--- src/rtl/cfgld_pkg.sv ---
package cfgld_pkg;
   typedef enum logic [2:0] {
      ST_IDLE = 3'd0,
      ST_ARM  = 3'd1,
      ST_PRE  = 3'd2,
      ST_RECV = 3'd3,
      ST_STPH = 3'd4,
      ST_STPL = 3'd5
   } ld_state_t;

   localparam int unsigned DEF_REG_W = 20;
endpackage

--- src/rtl/cfgld_sync.sv ---
module cfgld_sync #(
   parameter int unsigned WIDTH  = 2,
   parameter int unsigned STAGES = 2
) (
   input  logic             clk,
   input  logic             rst_n,
   input  logic [WIDTH-1:0] async_i,
   output logic [WIDTH-1:0] lvl_o,
   output logic [WIDTH-1:0] rise_o,
   output logic [WIDTH-1:0] fall_o
);
   logic [WIDTH-1:0] chain_q [STAGES];
   logic [WIDTH-1:0] prev_q;

   generate
      if (STAGES < 2) begin : g_bad
         $error("cfgld_sync needs at least two stages");
      end
   endgenerate

   always_ff @(posedge clk or negedge rst_n) begin
      if (!rst_n) begin
         for (int s = 0; s < int'(STAGES); s++) chain_q[s] <= '0;
         prev_q <= '0;
      end else begin
         chain_q[0] <= async_i;
         for (int s = 1; s < int'(STAGES); s++) chain_q[s] <= chain_q[s-1];
         prev_q <= chain_q[STAGES-1];
      end
   end

   assign lvl_o  = chain_q[STAGES-1];
   assign rise_o = chain_q[STAGES-1] & ~prev_q;
   assign fall_o = ~chain_q[STAGES-1] & prev_q;
endmodule

--- src/rtl/cfgld_frame.sv ---
module cfgld_frame
   import cfgld_pkg::*;
(
   input  logic clk,
   input  logic rst_n,
   input  logic clk_lvl_i,
   input  logic clk_rise_i,
   input  logic clk_fall_i,
   input  logic dat_lvl_i,
   input  logic dat_rise_i,
   input  logic dat_fall_i,
   output logic clear_o,
   output logic shift_o,
   output logic bit_o,
   output logic commit_o,
   output logic oe_o
);
   ld_state_t state_q, state_d;
   logic      pend_q, pend_vld_q, dirty_q;

   always_comb begin
      state_d  = state_q;
      clear_o  = 1'b0;
      shift_o  = 1'b0;
      commit_o = 1'b0;
      unique case (state_q)
         ST_IDLE: if (clk_rise_i && !dat_lvl_i) state_d = ST_ARM;
         ST_ARM: begin
            if (clk_fall_i)      state_d = ST_IDLE;
            else if (dat_rise_i) state_d = ST_PRE;
         end
         ST_PRE: begin
            if (clk_fall_i) state_d = ST_IDLE;
            else if (dat_fall_i) begin
               state_d = ST_RECV;
               clear_o = 1'b1;
            end
         end
         ST_RECV: begin
            if (dat_rise_i && clk_lvl_i) state_d = ST_STPH;
            else if (clk_fall_i && pend_vld_q && !dirty_q) shift_o = 1'b1;
         end
         ST_STPH: begin
            if (clk_fall_i)      state_d = ST_IDLE;
            else if (dat_fall_i) state_d = ST_STPL;
         end
         ST_STPL: begin
            if (clk_fall_i) begin
               state_d  = ST_IDLE;
               commit_o = 1'b1;
            end else if (dat_rise_i) state_d = ST_STPH;
         end
         default: state_d = ST_IDLE;
      endcase
   end

   always_ff @(posedge clk or negedge rst_n) begin
      if (!rst_n) begin
         state_q    <= ST_IDLE;
         pend_q     <= 1'b0;
         pend_vld_q <= 1'b0;
         dirty_q    <= 1'b0;
      end else begin
         state_q <= state_d;
         if (state_q != ST_RECV) begin
            pend_vld_q <= 1'b0;
            dirty_q    <= 1'b0;
         end else begin
            if (clk_rise_i) begin
               pend_q     <= dat_lvl_i;
               pend_vld_q <= 1'b1;
               dirty_q    <= 1'b0;
            end else if (clk_fall_i) begin
               pend_vld_q <= 1'b0;
            end
            if (dat_fall_i && clk_lvl_i) dirty_q <= 1'b1;
         end
      end
   end

   assign bit_o = pend_q;
   assign oe_o  = (state_q == ST_IDLE) && !clk_lvl_i;

   logic in_sess;
   assign in_sess = (state_q == ST_RECV) || (state_q == ST_STPH) || (state_q == ST_STPL);

   AST_COMMIT_TO_IDLE: assert property (@(posedge clk) disable iff (!rst_n)
      commit_o |=> (state_q == ST_IDLE));
   AST_SESSION_OPENS_HIGH: assert property (@(posedge clk) disable iff (!rst_n)
      $rose(in_sess) |-> clk_lvl_i);
   AST_OE_OFF_CLK_HIGH: assert property (@(posedge clk) disable iff (!rst_n)
      clk_lvl_i |-> !oe_o);
endmodule

--- src/rtl/cfgld_regs.sv ---
module cfgld_regs #(
   parameter int unsigned      REG_W   = 20,
   parameter logic [REG_W-1:0] RST_VAL = '0
) (
   input  logic             clk,
   input  logic             rst_n,
   input  logic             clear_i,
   input  logic             shift_i,
   input  logic             bit_i,
   input  logic             commit_i,
   output logic [REG_W-1:0] cfg_o
);
   localparam int unsigned CNT_W = $clog2(REG_W + 1);
   localparam logic [CNT_W-1:0] CNT_MAX = CNT_W'(REG_W);

   logic [REG_W-1:0] shreg_q, cfg_q, upd;
   logic [CNT_W-1:0] cnt_q;

   always_ff @(posedge clk or negedge rst_n) begin
      if (!rst_n) begin
         shreg_q <= '0;
         cnt_q   <= '0;
      end else if (clear_i) begin
         shreg_q <= '0;
         cnt_q   <= '0;
      end else if (shift_i) begin
         shreg_q <= {shreg_q[REG_W-2:0], bit_i};
         if (cnt_q != CNT_MAX) cnt_q <= cnt_q + 1'b1;
      end
   end

   generate
      for (genvar i = 0; i < int'(REG_W); i++) begin : g_bit
         localparam logic [CNT_W-1:0] IDX = CNT_W'(i);
         assign upd[i] = commit_i && (cnt_q > IDX);
         always_ff @(posedge clk or negedge rst_n) begin
            if (!rst_n)      cfg_q[i] <= RST_VAL[i];
            else if (upd[i]) cfg_q[i] <= shreg_q[i];
         end
      end
   endgenerate

   assign cfg_o = cfg_q;

   AST_CFG_ONLY_ON_COMMIT: assert property (@(posedge clk) disable iff (!rst_n)
      (cfg_q != $past(cfg_q)) |-> $past(commit_i));
   AST_EMPTY_WRITE_KEEPS: assert property (@(posedge clk) disable iff (!rst_n)
      (commit_i && cnt_q == '0) |=> (cfg_q == $past(cfg_q)));
endmodule

--- src/rtl/serial_cfg_loader.sv ---
module serial_cfg_loader
   import cfgld_pkg::*;
#(
   parameter int unsigned      REG_W       = DEF_REG_W,
   parameter int unsigned      SYNC_STAGES = 2,
   parameter logic [REG_W-1:0] RST_VAL     = REG_W'(20'h02E78)
) (
   input  logic             clk,
   input  logic             rst_n,
   input  logic             ser_clk_i,
   input  logic             ser_dat_i,
   output logic [REG_W-1:0] cfg_o,
   output logic             dat_oe_o
);
   generate
      if (REG_W < 2) begin : g_bad_w
         $error("serial_cfg_loader needs REG_W >= 2");
      end
   endgenerate

   logic [1:0] lvl, rise, fall;
   logic       clear, shift, sbit, commit;

   cfgld_sync #(.WIDTH(2), .STAGES(SYNC_STAGES)) u_sync (
      .clk(clk), .rst_n(rst_n), .async_i({ser_dat_i, ser_clk_i}),
      .lvl_o(lvl), .rise_o(rise), .fall_o(fall)
   );

   cfgld_frame u_frame (
      .clk(clk), .rst_n(rst_n),
      .clk_lvl_i(lvl[0]), .clk_rise_i(rise[0]), .clk_fall_i(fall[0]),
      .dat_lvl_i(lvl[1]), .dat_rise_i(rise[1]), .dat_fall_i(fall[1]),
      .clear_o(clear), .shift_o(shift), .bit_o(sbit),
      .commit_o(commit), .oe_o(dat_oe_o)
   );

   cfgld_regs #(.REG_W(REG_W), .RST_VAL(RST_VAL)) u_regs (
      .clk(clk), .rst_n(rst_n), .clear_i(clear), .shift_i(shift),
      .bit_i(sbit), .commit_i(commit), .cfg_o(cfg_o)
   );
endmodule

--- config.mk ---
export PLATFORM = sky130hd
export DESIGN_NAME = serial_cfg_loader
export DESIGN_NICKNAME = d
export VERILOG_FILES = /design/src/rtl/cfgld_pkg.sv /design/src/rtl/cfgld_sync.sv /design/src/rtl/cfgld_frame.sv /design/src/rtl/cfgld_regs.sv /design/src/rtl/serial_cfg_loader.sv
export SDC_FILE = /design/constraint.sdc
export NUM_CORES = 1
export LEC_CHECK = 0
export BUFFER_PORTS_ARGS = -buffer_cell sky130_fd_sc_hd__buf_2
export CAP_MARGIN = 20
export CORE_MARGIN = 2
export CORE_UTILIZATION = 50
export CTS_CLUSTER_DIAMETER = 200
export CTS_CLUSTER_SIZE = 10
export DETAILED_ROUTE_END_ITERATION = 7
export GPL_TIMING_DRIVEN = 0
export PLACE_DENSITY = 0.69
export SLEW_MARGIN = 30
export SYNTH_ARGS = -nofsm -noshare
export SYNTH_HDL_FRONTEND = slang
export SYNTH_SLANG_ARGS = --single-unit
--- constraint.sdc ---
create_clock -name clk -period 2.35 [get_ports clk]
set_input_delay 0.47 -clock clk [delete_from_list [all_inputs] [get_ports clk]]
set_output_delay 0.47 -clock clk [all_outputs]
set_load 0.02 [all_outputs]
==> metrics.md, run 1 <==
| Metric | Value |
|---|---|
| Max stage delay on crit path | `450 ps` |
| CTS tree | `done` |
| Min-Delay Path Class | `primary input to asynchronous set/reset pin` |
| I/O Buffers | `24` |
| Crit path max-delay cell type | `dfrtp_1` |
| Die ar. | `6040 um^2` |
| Clk Latency, worst-skew pair | `340 ps` |
| Core ar. | `5170 um^2` |
| Worst path top cell family by delay | `simple AND/OR/NAND/NOR gates` |
| Post-CTS Resized | `0` |
| Clk buf depth | `2` |
| Top cells by count, synth | `dfrtp_1 (49), nand2_1 (45), a21oi_1 (35)` |
| Fillers | `418` |
| Ys flop type | `dfrtp_1` |
| Initial antenna violation count | `0` |
| Final instance area | `3100 um^2` |
| DP Area | `2930 um^2` |
| Slew HR | `0.529` |
| Synth top area cells | `dfrtp_1 (45%), mux2_2 (8.7%), dfstp_2 (7.7%), a21oi_1 (6.4%), nand2_1 (6.2%)` |
| Skew final | `4.89 ps` |
| Clock Sinks | `57` |
| DR vias | `2106` |
| Pin count of the biggest net entering global routing | `58` |
| Synth Instances | `266` |
| Most common cell in the netlist | `dfrtp_1` |
| Routed len/inst | `15.6 um` |
| Distinct cells, synth | `43` |
| Dominant cell type by area after synthesis | `dfrtp_1` |
| Synth warnings | `0` |
| Initial Util | `0.525` |
| Hold Violations, Final | `0` |
| Worst setup EP type | `register` |
| Clock-pin slew on the worst setup and hold paths | `60 ps` |
| Total negative slack | `0 ps` |
| H-tree levels | `3` |
| Worst Setup Start Kind | `register` |
| CP max FO | `10` |
| Leakage | `1.45 nW` |
| Yosys reg bits | `57` |
| Aggregate global routing overflow | `0` |
| I/O pins | `25` |
| Area growth from synthesis to layout | `14.1%` |
| Max-Cap Viols | `0` |
| Post-DP HPWL | `4.00 mm` |
| Arrival time worst endpoint | `2340 ps` |
| CP Data Required Time | `2560 ps` |
| Final ANT Viol Nets | `0` |
| Drt total wl | `5.87 mm` |
| Number of cell rows | `26` |
| Pins Over Slew Limit | `0` |
| Setup WS post-layout | `218 ps` |
| Overall die height | `77.7 um` |
| FMAX | `469 MHz` |
| Buf/Inv on CP | `3` |
| Post-CTS Setup Inserts | `0` |
| Outcome | `finished, final reports clean` |
| Yosys top cell area share | `0.451` |
| Cts hold-fix bufs | `0` |
| DIE WIDTH | `77.7 um` |
| Dpl ws | `246 ps` |
| Ys async rst share | `1.00` |
| PwrDens | `694 nW/um^2` |
| Pwr Total | `2.15 mW` |
| Synthesized cell area | `2720 um^2` |
| Post-synth EDFFs | `0` |
| Minimum clock period | `2130 ps` |
| Router iterations before antenna repair | `4` |
| Peak supply drop | `0.000421 V` |
| Worst slew pin tran | `707 ps` |
| Vias in the first global route | `2005` |
| RSZ-0062 raised after global routing | `no` |
| Routability cong. | `0.869` |
| Layout cells sized above 1 | `0.278` |
| Endpoints failing setup | `0` |
| CP Cell Sequence | `inv_1, ha_1, buf_4, nand3b_2, or3_1, clkbuf_1, nand2_1, a21oi_1` |
| ANT cells | `0` |
| DRC Markers | `0` |
| Crit share post-route | `0.907` |
| Nets | `312` |
| CTS root buffer | `clkbuf_8` |
| Total Routing Usage GR | `0.214` |
| Total CTS buffers | `9` |
| Post-synthesis sequential area ratio | `0.529` |
| Vias per Instance | `5.60` |
| Iter 0 DRT Violations | `120` |
| CP Class | `register to register` |
| Syn avg cell area | `10.2 um^2` |
| First-pass GRT wire length | `9.78 mm` |
| Syn nets | `277` |
[state kept, by name, indices dropped and copies added, names as in the netlist]
name / flops
u_sync.lvl_o: 2
u_regs.cnt_q: 5
u_frame.pend_vld_q: 1
u_frame.dirty_q: 1
u_sync.chain_q: 2
u_sync.prev_q: 2
u_frame.bit_o: 1
u_frame.state_q: 3
u_regs.cfg_o: 20
u_regs.shreg_q: 20
[where the power goes]
group          switching, mW  internal [mW]  leakage [nW]
combinational          0.187          0.109         0.612
clock                  0.368          0.435        0.0932
sequential            0.0352           1.02         0.749
total                  0.590           1.56          1.45
[cell families (layout without fill, tap and decap cells)]
family / count (synthesis) / after routing / share of synthesized area
buf+inv: 26 / 66 / 0.0419
compound gates: 55 / 55 / 0.115
xor+xnor: 2 / 2 / 0.00645
fa+ha+maj: 7 / 7 / 0.0322
simple gates: 96 / 96 / 0.182
flops: 57 / 57 / 0.529
mux: 23 / 23 / 0.0944
[path summary, 6_finish.rpt]
kind / from / to / slack, ps / cells after the start
worst max register to register: u_sync.lvl_o[0] / u_regs.shreg_q[6] / 220 / 8
min in group clk: ser_clk_i / u_sync.chain_q[2] / 240 / 1
worst max-delay path: u_sync.lvl_o[0] / u_regs.shreg_q[6] / 220 / 8
max in group asynchronous: rst_n / u_regs.shreg_q[9] / 1700 / 1
worst min register to register: u_sync.chain_q[3] / u_sync.lvl_o[1] / 350 / 0
worst min-delay path: rst_n / u_sync.chain_q[2] / 190 / 1
[layout by cell type (no fill, tap or decap), types with 3 or more instances in the layout]
master,n
nor2b_1,4
or3_1,3
mux2_2,21
nor4_1,3
clkinv_2,3
buf_2,33
nand2_1,45
clkbuf_1,6
inv_1,10
clkbuf_8,11
dfstp_2,8
dfrtp_1,49
a21oi_1,35
o21ai_0,9
nor2_1,15
ha_1,7
nand3_1,8
[area by class of cell]
class	instances	area [um^2]	share of cell area
well taps	70	87.6	0.0282
clock inverters	3	15.0	0.00484
clock buffers	13	159	0.0512
repair buffers	24	123	0.0395
flip-flops and latches	57	1440	0.463
inverters	10	37.5	0.0121
multi-input cells	183	1170	0.376
plain buffers	16	76.3	0.0246
[routing by layer]
| metal | share of wire | track usage | wire length (um) |
|---|---|---|---|
| met5 | 0 | 0 | 0 |
| met4 | 0.027 | 0.125 | 156 |
| met3 | 0.035 | 0.0395 | 207 |
| met2 | 0.46 | 0.315 | 2690 |
| met1 | 0.48 | 0.296 | 2820 |
[per-stage QoR]
stage | utilization | hold slack, ps | cells
after CTS | 0.600 | 206 | 376
after detailed placement | 0.566 | 336 | 360
after global routing | 0.600 | 228 | 376
final | 0.600 | 188 | 376
after global placement | 0.566 | 334 | 360
after floorplan | - | 174 | 266
Power figures use the tool's default switching activity.
==> run 2: changes to the inputs <==
==> constraint.sdc (replaced) <==
create_clock -name clk -period 2.35 [get_ports clk]
set_input_delay 0 -clock clk [delete_from_list [all_inputs] [get_ports clk]]
set_output_delay 0 -clock clk [all_outputs]
set_load 0.02 [all_outputs]
==> metrics.md, run 2 (synthesis gave the netlist of run 1 again) <==
| Metric | Value |
|---|---|
| Core ar. | `5170 um^2 (unchanged)` |
| Min-Delay Path Class | `primary input to asynchronous set/reset pin` |
| Worst hold slack | `261 ps (+72.3 ps)` |
| PwrDens | `691 nW/um^2 (-0.36%)` |
| Most common cell after layout, fill and taps aside | `dfrtp_1` |
| Die ar. | `6040 um^2 (unchanged)` |
| Worst slew pin tran | `703 ps (-3.82 ps)` |
| First-pass GRT wire length | `9.84 mm (+0.56%)` |
| Crit path max-delay cell type | `dfrtp_1` |
| Routed len/inst | `15.6 um (about the same)` |
| Nets | `315 (+0.96%)` |
| Initial antenna violation count | `0 (unchanged)` |
| CTS tree | `done` |
| DP Area | `2930 um^2 (unchanged)` |
| DIE WIDTH | `77.7 um (unchanged)` |
| DRC Markers | `0 (unchanged)` |
| Arrival time worst endpoint | `2360 ps (+20 ps)` |
| Vias in the first global route | `2017 (+0.60%)` |
| Dpl ws | `246 ps (unchanged)` |
| Layout cells sized above 1 | `0.275 (-0.00270)` |
| Final ANT Viol Nets | `0 (unchanged)` |
| Area growth from synthesis to layout | `15.2%` |
| Total negative slack | `0 ps (unchanged)` |
| Leakage | `1.47 nW (+0.86%)` |
| Outcome | `finished, final reports clean` |
| Pins Over Slew Limit | `0 (unchanged)` |
| Crit share post-route | `0.912 (+0.00470)` |
| Setup WS post-layout | `207 ps (-11.0 ps)` |
| Drt total wl | `5.91 mm (+0.72%)` |
| CP Data Required Time | `2570 ps (about the same)` |
| DR vias | `2146 (+1.9%)` |
| RSZ-0062 raised after global routing | `no` |
| Finished Layout Cells | `379 (+0.80%)` |
| Worst Setup Start Kind | `register` |
| Post-DP HPWL | `4.00 mm (unchanged)` |
| Iter 0 DRT Violations | `110 (-8.3%)` |
| Most frequent cells in the layout | `dfrtp_1 (49), nand2_1 (45), a21oi_1 (35)` |
| Skew final | `5.03 ps (+0.132 ps)` |
| Total Routing Usage GR | `0.215 (+0.00125)` |
| Total CTS buffers | `9 (unchanged)` |
| Slew HR | `0.531 (+0.00254)` |
| Post-CTS Setup Inserts | `0 (unchanged)` |
| Vias per Instance | `5.66 (+1.1%)` |
| Hold Violations, Final | `0 (unchanged)` |
| Number of cell rows | `26 (unchanged)` |
| Endpoints failing setup | `0 (unchanged)` |
| Routability cong. | `0.869 (unchanged)` |
| CP Cell Sequence | `inv_1, ha_1, buf_4, nand3b_2, or3_1, clkbuf_1, nand2_1, a21oi_1` |
| Fillers | `420 (+0.48%)` |
| Minimum clock period | `2140 ps (+11.0 ps)` |
| I/O Buffers | `24 (unchanged)` |
| I/O pins | `25 (unchanged)` |
| Clk buf depth | `2 (unchanged)` |
| Overall die height | `77.7 um (unchanged)` |
| Initial Util | `0.525 (unchanged)` |
| CP max FO | `10 (unchanged)` |
| Clock Sinks | `57 (unchanged)` |
| Placed Instances | `360 (unchanged)` |
| Final instance area | `3130 um^2 (+0.97%)` |
| CTS root buffer | `clkbuf_8` |
| Router iterations before antenna repair | `4 (unchanged)` |
| Aggregate global routing overflow | `0 (unchanged)` |
| H-tree levels | `3 (unchanged)` |
| Worst setup EP type | `register` |
| Clk Latency, worst-skew pair | `340 ps (about the same)` |
| CP Class | `register to register` |
| Max-Cap Viols | `0 (unchanged)` |
| Clock-pin slew on the worst setup and hold paths | `60 ps (about the same)` |
| Pin count of the biggest net entering global routing | `58 (unchanged)` |
| FMAX | `467 MHz (-0.52%)` |
| Peak supply drop | `0.000421 V (about the same)` |
| Max stage delay on crit path | `450 ps (about the same)` |
| ANT cells | `0 (unchanged)` |
## run 2: changes by cell type in the layout (fill, tap and decap cells not counted), sizes merged
| cell | delta |
|---|---|
| dlygate4sd3 | +3 |
## run 2: worst paths after layout
kind,slack (ps),startpoint,endpoint,cells past startpoint
setup / recovery,210,u_sync.lvl_o[0],u_regs.shreg_q[17],8
hold / removal,260,rst_n,u_regs.cfg_o[2],2
setup reg to reg,210,u_sync.lvl_o[0],u_regs.shreg_q[17],8
hold reg to reg,350,u_sync.chain_q[3],u_sync.lvl_o[1],0
max in group asynchronous,1630,rst_n,u_regs.shreg_q[9],2
min in group clk,300,ser_dat_i,u_sync.chain_q[3],2
## run 2: final cells by class
cell class	instances	area, um^2	area share
multi-input cells	183	1170	0.373
inverters	10	37.5	0.0120
repair buffers	27	153	0.0487
clock buffers	13	159	0.0507
flip-flops and latches	57	1440	0.459
clock inverters	3	15.0	0.00479
plain buffers	16	76.3	0.0244
well taps	70	87.6	0.0280
## run 2: timing repair
action                                 CTS  global route
hold buffers                             3             0
resized for setup                        0             0
endpoints found under the hold margin   51             0
## run 2: metrics by stage
stage	total power, mW	util
2_1_floorplan	1.28	-
3_3_place_gp	1.35	0.566
3_5_place_dp	1.36	0.566
4_1_cts	2.17	0.605
5_1_grt	2.26	0.605
6_report	2.16	0.605
## run 2: critical path: cells and delay by family, from the launching register on
kind,cells,cell delay [ps]
flops,1,450
compound gates,1,80
simple gates,3,760
fa+ha+maj,1,160
buf+inv,3,570
## run 2: report_power, final
group	total (mW)	leakage, nW	switching [mW]	internal, mW
sequential	1.05	0.749	0.0355	1.02
combinational	0.299	0.625	0.187	0.112
clock	0.812	0.0932	0.377	0.435
## run 2: layer usage
metal / vias to the layer above / global-route usage / part of all wire
met5: - / 0 / 0
met4: 0 / 0.125 / 0.031
met3: 18 / 0.0395 / 0.052
met2: 68 / 0.319 / 0.45
met1: 1059 / 0.296 / 0.47
li1: 1001 / - / -
==> run 3: changes to the inputs <==
Settings changed: BUFFER_PORTS_ARGS -buffer_cell sky130_fd_sc_hd__buf_2 to -buffer_cell sky130_fd_sc_hd__buf_4.
Clock period 2.35 ns to 2.7 ns, I/O delays scaled along.
==> metrics.md, run 3 (synthesis gave the netlist of run 1 again) <==
| Metric | Value |
|---|---|
| Dpl ws | `637 ps (+390 ps)` |
| Nets | `315 (unchanged)` |
| Clock-pin slew on the worst setup and hold paths | `70 ps (about the same)` |
| Arrival time worst endpoint | `2310 ps (-50 ps)` |
| Vias in the first global route | `2091 (+3.7%)` |
| Pwr Total | `1.98 mW (-8.6%)` |
| Peak supply drop | `0.000402 V (-4.5%)` |
| Pins Over Slew Limit | `0 (unchanged)` |
| FMAX | `482 MHz (+3.2%)` |
| Core ar. | `5170 um^2 (unchanged)` |
| CTS tree | `done` |
| Initial Util | `0.525 (unchanged)` |
| RR Startpoint | `u_sync.lvl_o[0]` |
| DIE WIDTH | `77.7 um (unchanged)` |
| Worst setup EP type | `register` |
| Most common cell after layout, fill and taps aside | `dfrtp_1` |
| CP Launch Point | `u_sync.lvl_o[0]` |
| Clock Sinks | `57 (unchanged)` |
| CP Class | `register to register` |
| CP Data Required Time | `2940 ps (+370 ps)` |
| ANT cells | `0 (unchanged)` |
| Leakage | `1.48 nW (+0.53%)` |
| RSZ-0062 raised after global routing | `no` |
| Number of cell rows | `26 (unchanged)` |
| Max-Cap Viols | `0 (unchanged)` |
| Crit share post-route | `0.769 (-0.143)` |
| Drt total wl | `5.94 mm (+0.42%)` |
| Worst slew pin tran | `720 ps (+17.0 ps)` |
| Overall die height | `77.7 um (unchanged)` |
| Reg2Reg Setup Slack | `620 ps (+420 ps)` |
| Aggregate global routing overflow | `0 (unchanged)` |
| Slew HR | `0.520 (-0.0114)` |
| Worst Setup Start Kind | `register` |
| DRC Markers | `0 (unchanged)` |
| Die ar. | `6040 um^2 (unchanged)` |
| I/O Buffers | `24 (unchanged)` |
| Hold Violations, Final | `0 (unchanged)` |
| Fillers | `429 (+2.1%)` |
| Pin count of the biggest net entering global routing | `58 (unchanged)` |
| Final ANT Viol Nets | `0 (unchanged)` |
| Skew final | `8.81 ps (+3.78 ps)` |
| PwrDens | `616 nW/um^2 (-11%)` |
| Total CTS buffers | `9 (unchanged)` |
| Min-Delay Path Class | `primary input to asynchronous set/reset pin` |
| Initial antenna violation count | `0 (unchanged)` |
| H-tree levels | `3 (unchanged)` |
| Crit path capture | `u_regs.shreg_q[1]` |
| Post-CTS Resized | `0 (unchanged)` |
| Setup WS post-layout | `623 ps (+417 ps)` |
| Placed Instances | `360 (unchanged)` |
| Minimum clock period | `2080 ps (-66.6 ps)` |
| Iter 0 DRT Violations | `116 (+5.5%)` |
| Most frequent cells in the layout | `dfrtp_1 (49), nand2_1 (45), a21oi_1 (35)` |
| I/O pins | `25 (unchanged)` |
| Multi-input gate area | `1170 um^2 (unchanged)` |
| Clk buf depth | `2 (unchanged)` |
| CTS root buffer | `clkbuf_8` |
| Reg2Reg Depth | `8 (unchanged)` |
| Total negative slack | `0 ps (unchanged)` |
| Routed len/inst | `15.7 um (+0.42%)` |
| Outcome | `finished, final reports clean` |
| Area growth from synthesis to layout | `18.1%` |
| Reg area | `1440 um^2 (unchanged)` |
| Vias per Instance | `5.53 (-2.4%)` |
| Router iterations before antenna repair | `4 (unchanged)` |
| Clk Latency, worst-skew pair | `360 ps (+20 ps)` |
| Routability cong. | `0.881 (+1.3%)` |
| Post-DP HPWL | `3.96 mm (-1.2%)` |
| Total Routing Usage GR | `0.223 (+0.00753)` |
| DR vias | `2094 (-2.4%)` |
| Worst R2R End | `u_regs.shreg_q[1]` |
| Layout cells sized above 1 | `0.282 (+0.00647)` |
| Finished Layout Cells | `379 (unchanged)` |
| CP max FO | `10 (unchanged)` |
| First-pass GRT wire length | `10.2 mm (+3.4%)` |
| Endpoints failing setup | `0 (unchanged)` |
==> run 3: changes by cell type in the layout (fill, tap and decap cells not counted), sizes merged <==
cell and delta:
clkbuf -3, bufinv +1, clkinv +1, clkinvlp +1
==> run 3: layer usage <==
layer | global-route usage | up-vias | routed length [um]
met5 | 0 | - | 0
met1 | 0.305 | 1028 | 2710
li1 | - | 997 | -
met3 | 0.0453 | 16 | 300
met2 | 0.327 | 53 | 2760
met4 | 0.132 | 0 | 175
==> run 3: critical path, stage by stage, from the launching register on <==
cell,delay (ps)
dfrtp_1,470
inv_1,100
ha_1,140
buf_4,150
nand3b_2,130
or3_1,430
clkbuf_1,290
nand3_1,170
nand2_1,70
==> run 3: through the flow <==
stage | util | hold slack, ps | instance area, um^2
floorplan | - | -296 | 2720
global placement | 0.577 | 95.8 | 2990
detailed placement | 0.577 | 104 | 2990
CTS | 0.621 | 276 | 3210
global route | 0.621 | 324 | 3210
finish | 0.621 | 245 | 3210
==> run 3: what timing repair did <==
| item | CTS | global route |
|---|---|---|
| setup buffers | 0 | 0 |
| hold buffers | 3 | 0 |
| hold endpoints to repair | 51 | 0 |
==> run 3: how the worst min path moves through the flow <==
stage                             end
floorplan               u_frame.bit_o
CTS                   u_regs.cfg_o[2]
global placement      u_regs.cfg_o[2]
finish              u_regs.shreg_q[2]
global route        u_sync.chain_q[3]
detailed placement    u_regs.cfg_o[2]
==> run 3: power by group <==
| part | switching (mW) | internal [mW] |
|---|---|---|
| clock network | 0.355 | 0.444 |
| logic | 0.161 | 0.101 |
| registers | 0.0320 | 0.886 |
| total | 0.548 | 1.43 |
==> run 3: area by class of cell <==
| class | instances | share of cell area |
|---|---|---|
| Buffer | 16 | 0.0238 |
| Timing Repair Buffer | 27 | 0.0655 |
| Inverter | 10 | 0.0117 |
| Multi-Input combinational cell | 183 | 0.364 |
| Clock buffer | 10 | 0.0429 |
| Sequential cell | 57 | 0.447 |
| Tap cell | 70 | 0.0273 |
| Clock inverter | 6 | 0.0179 |
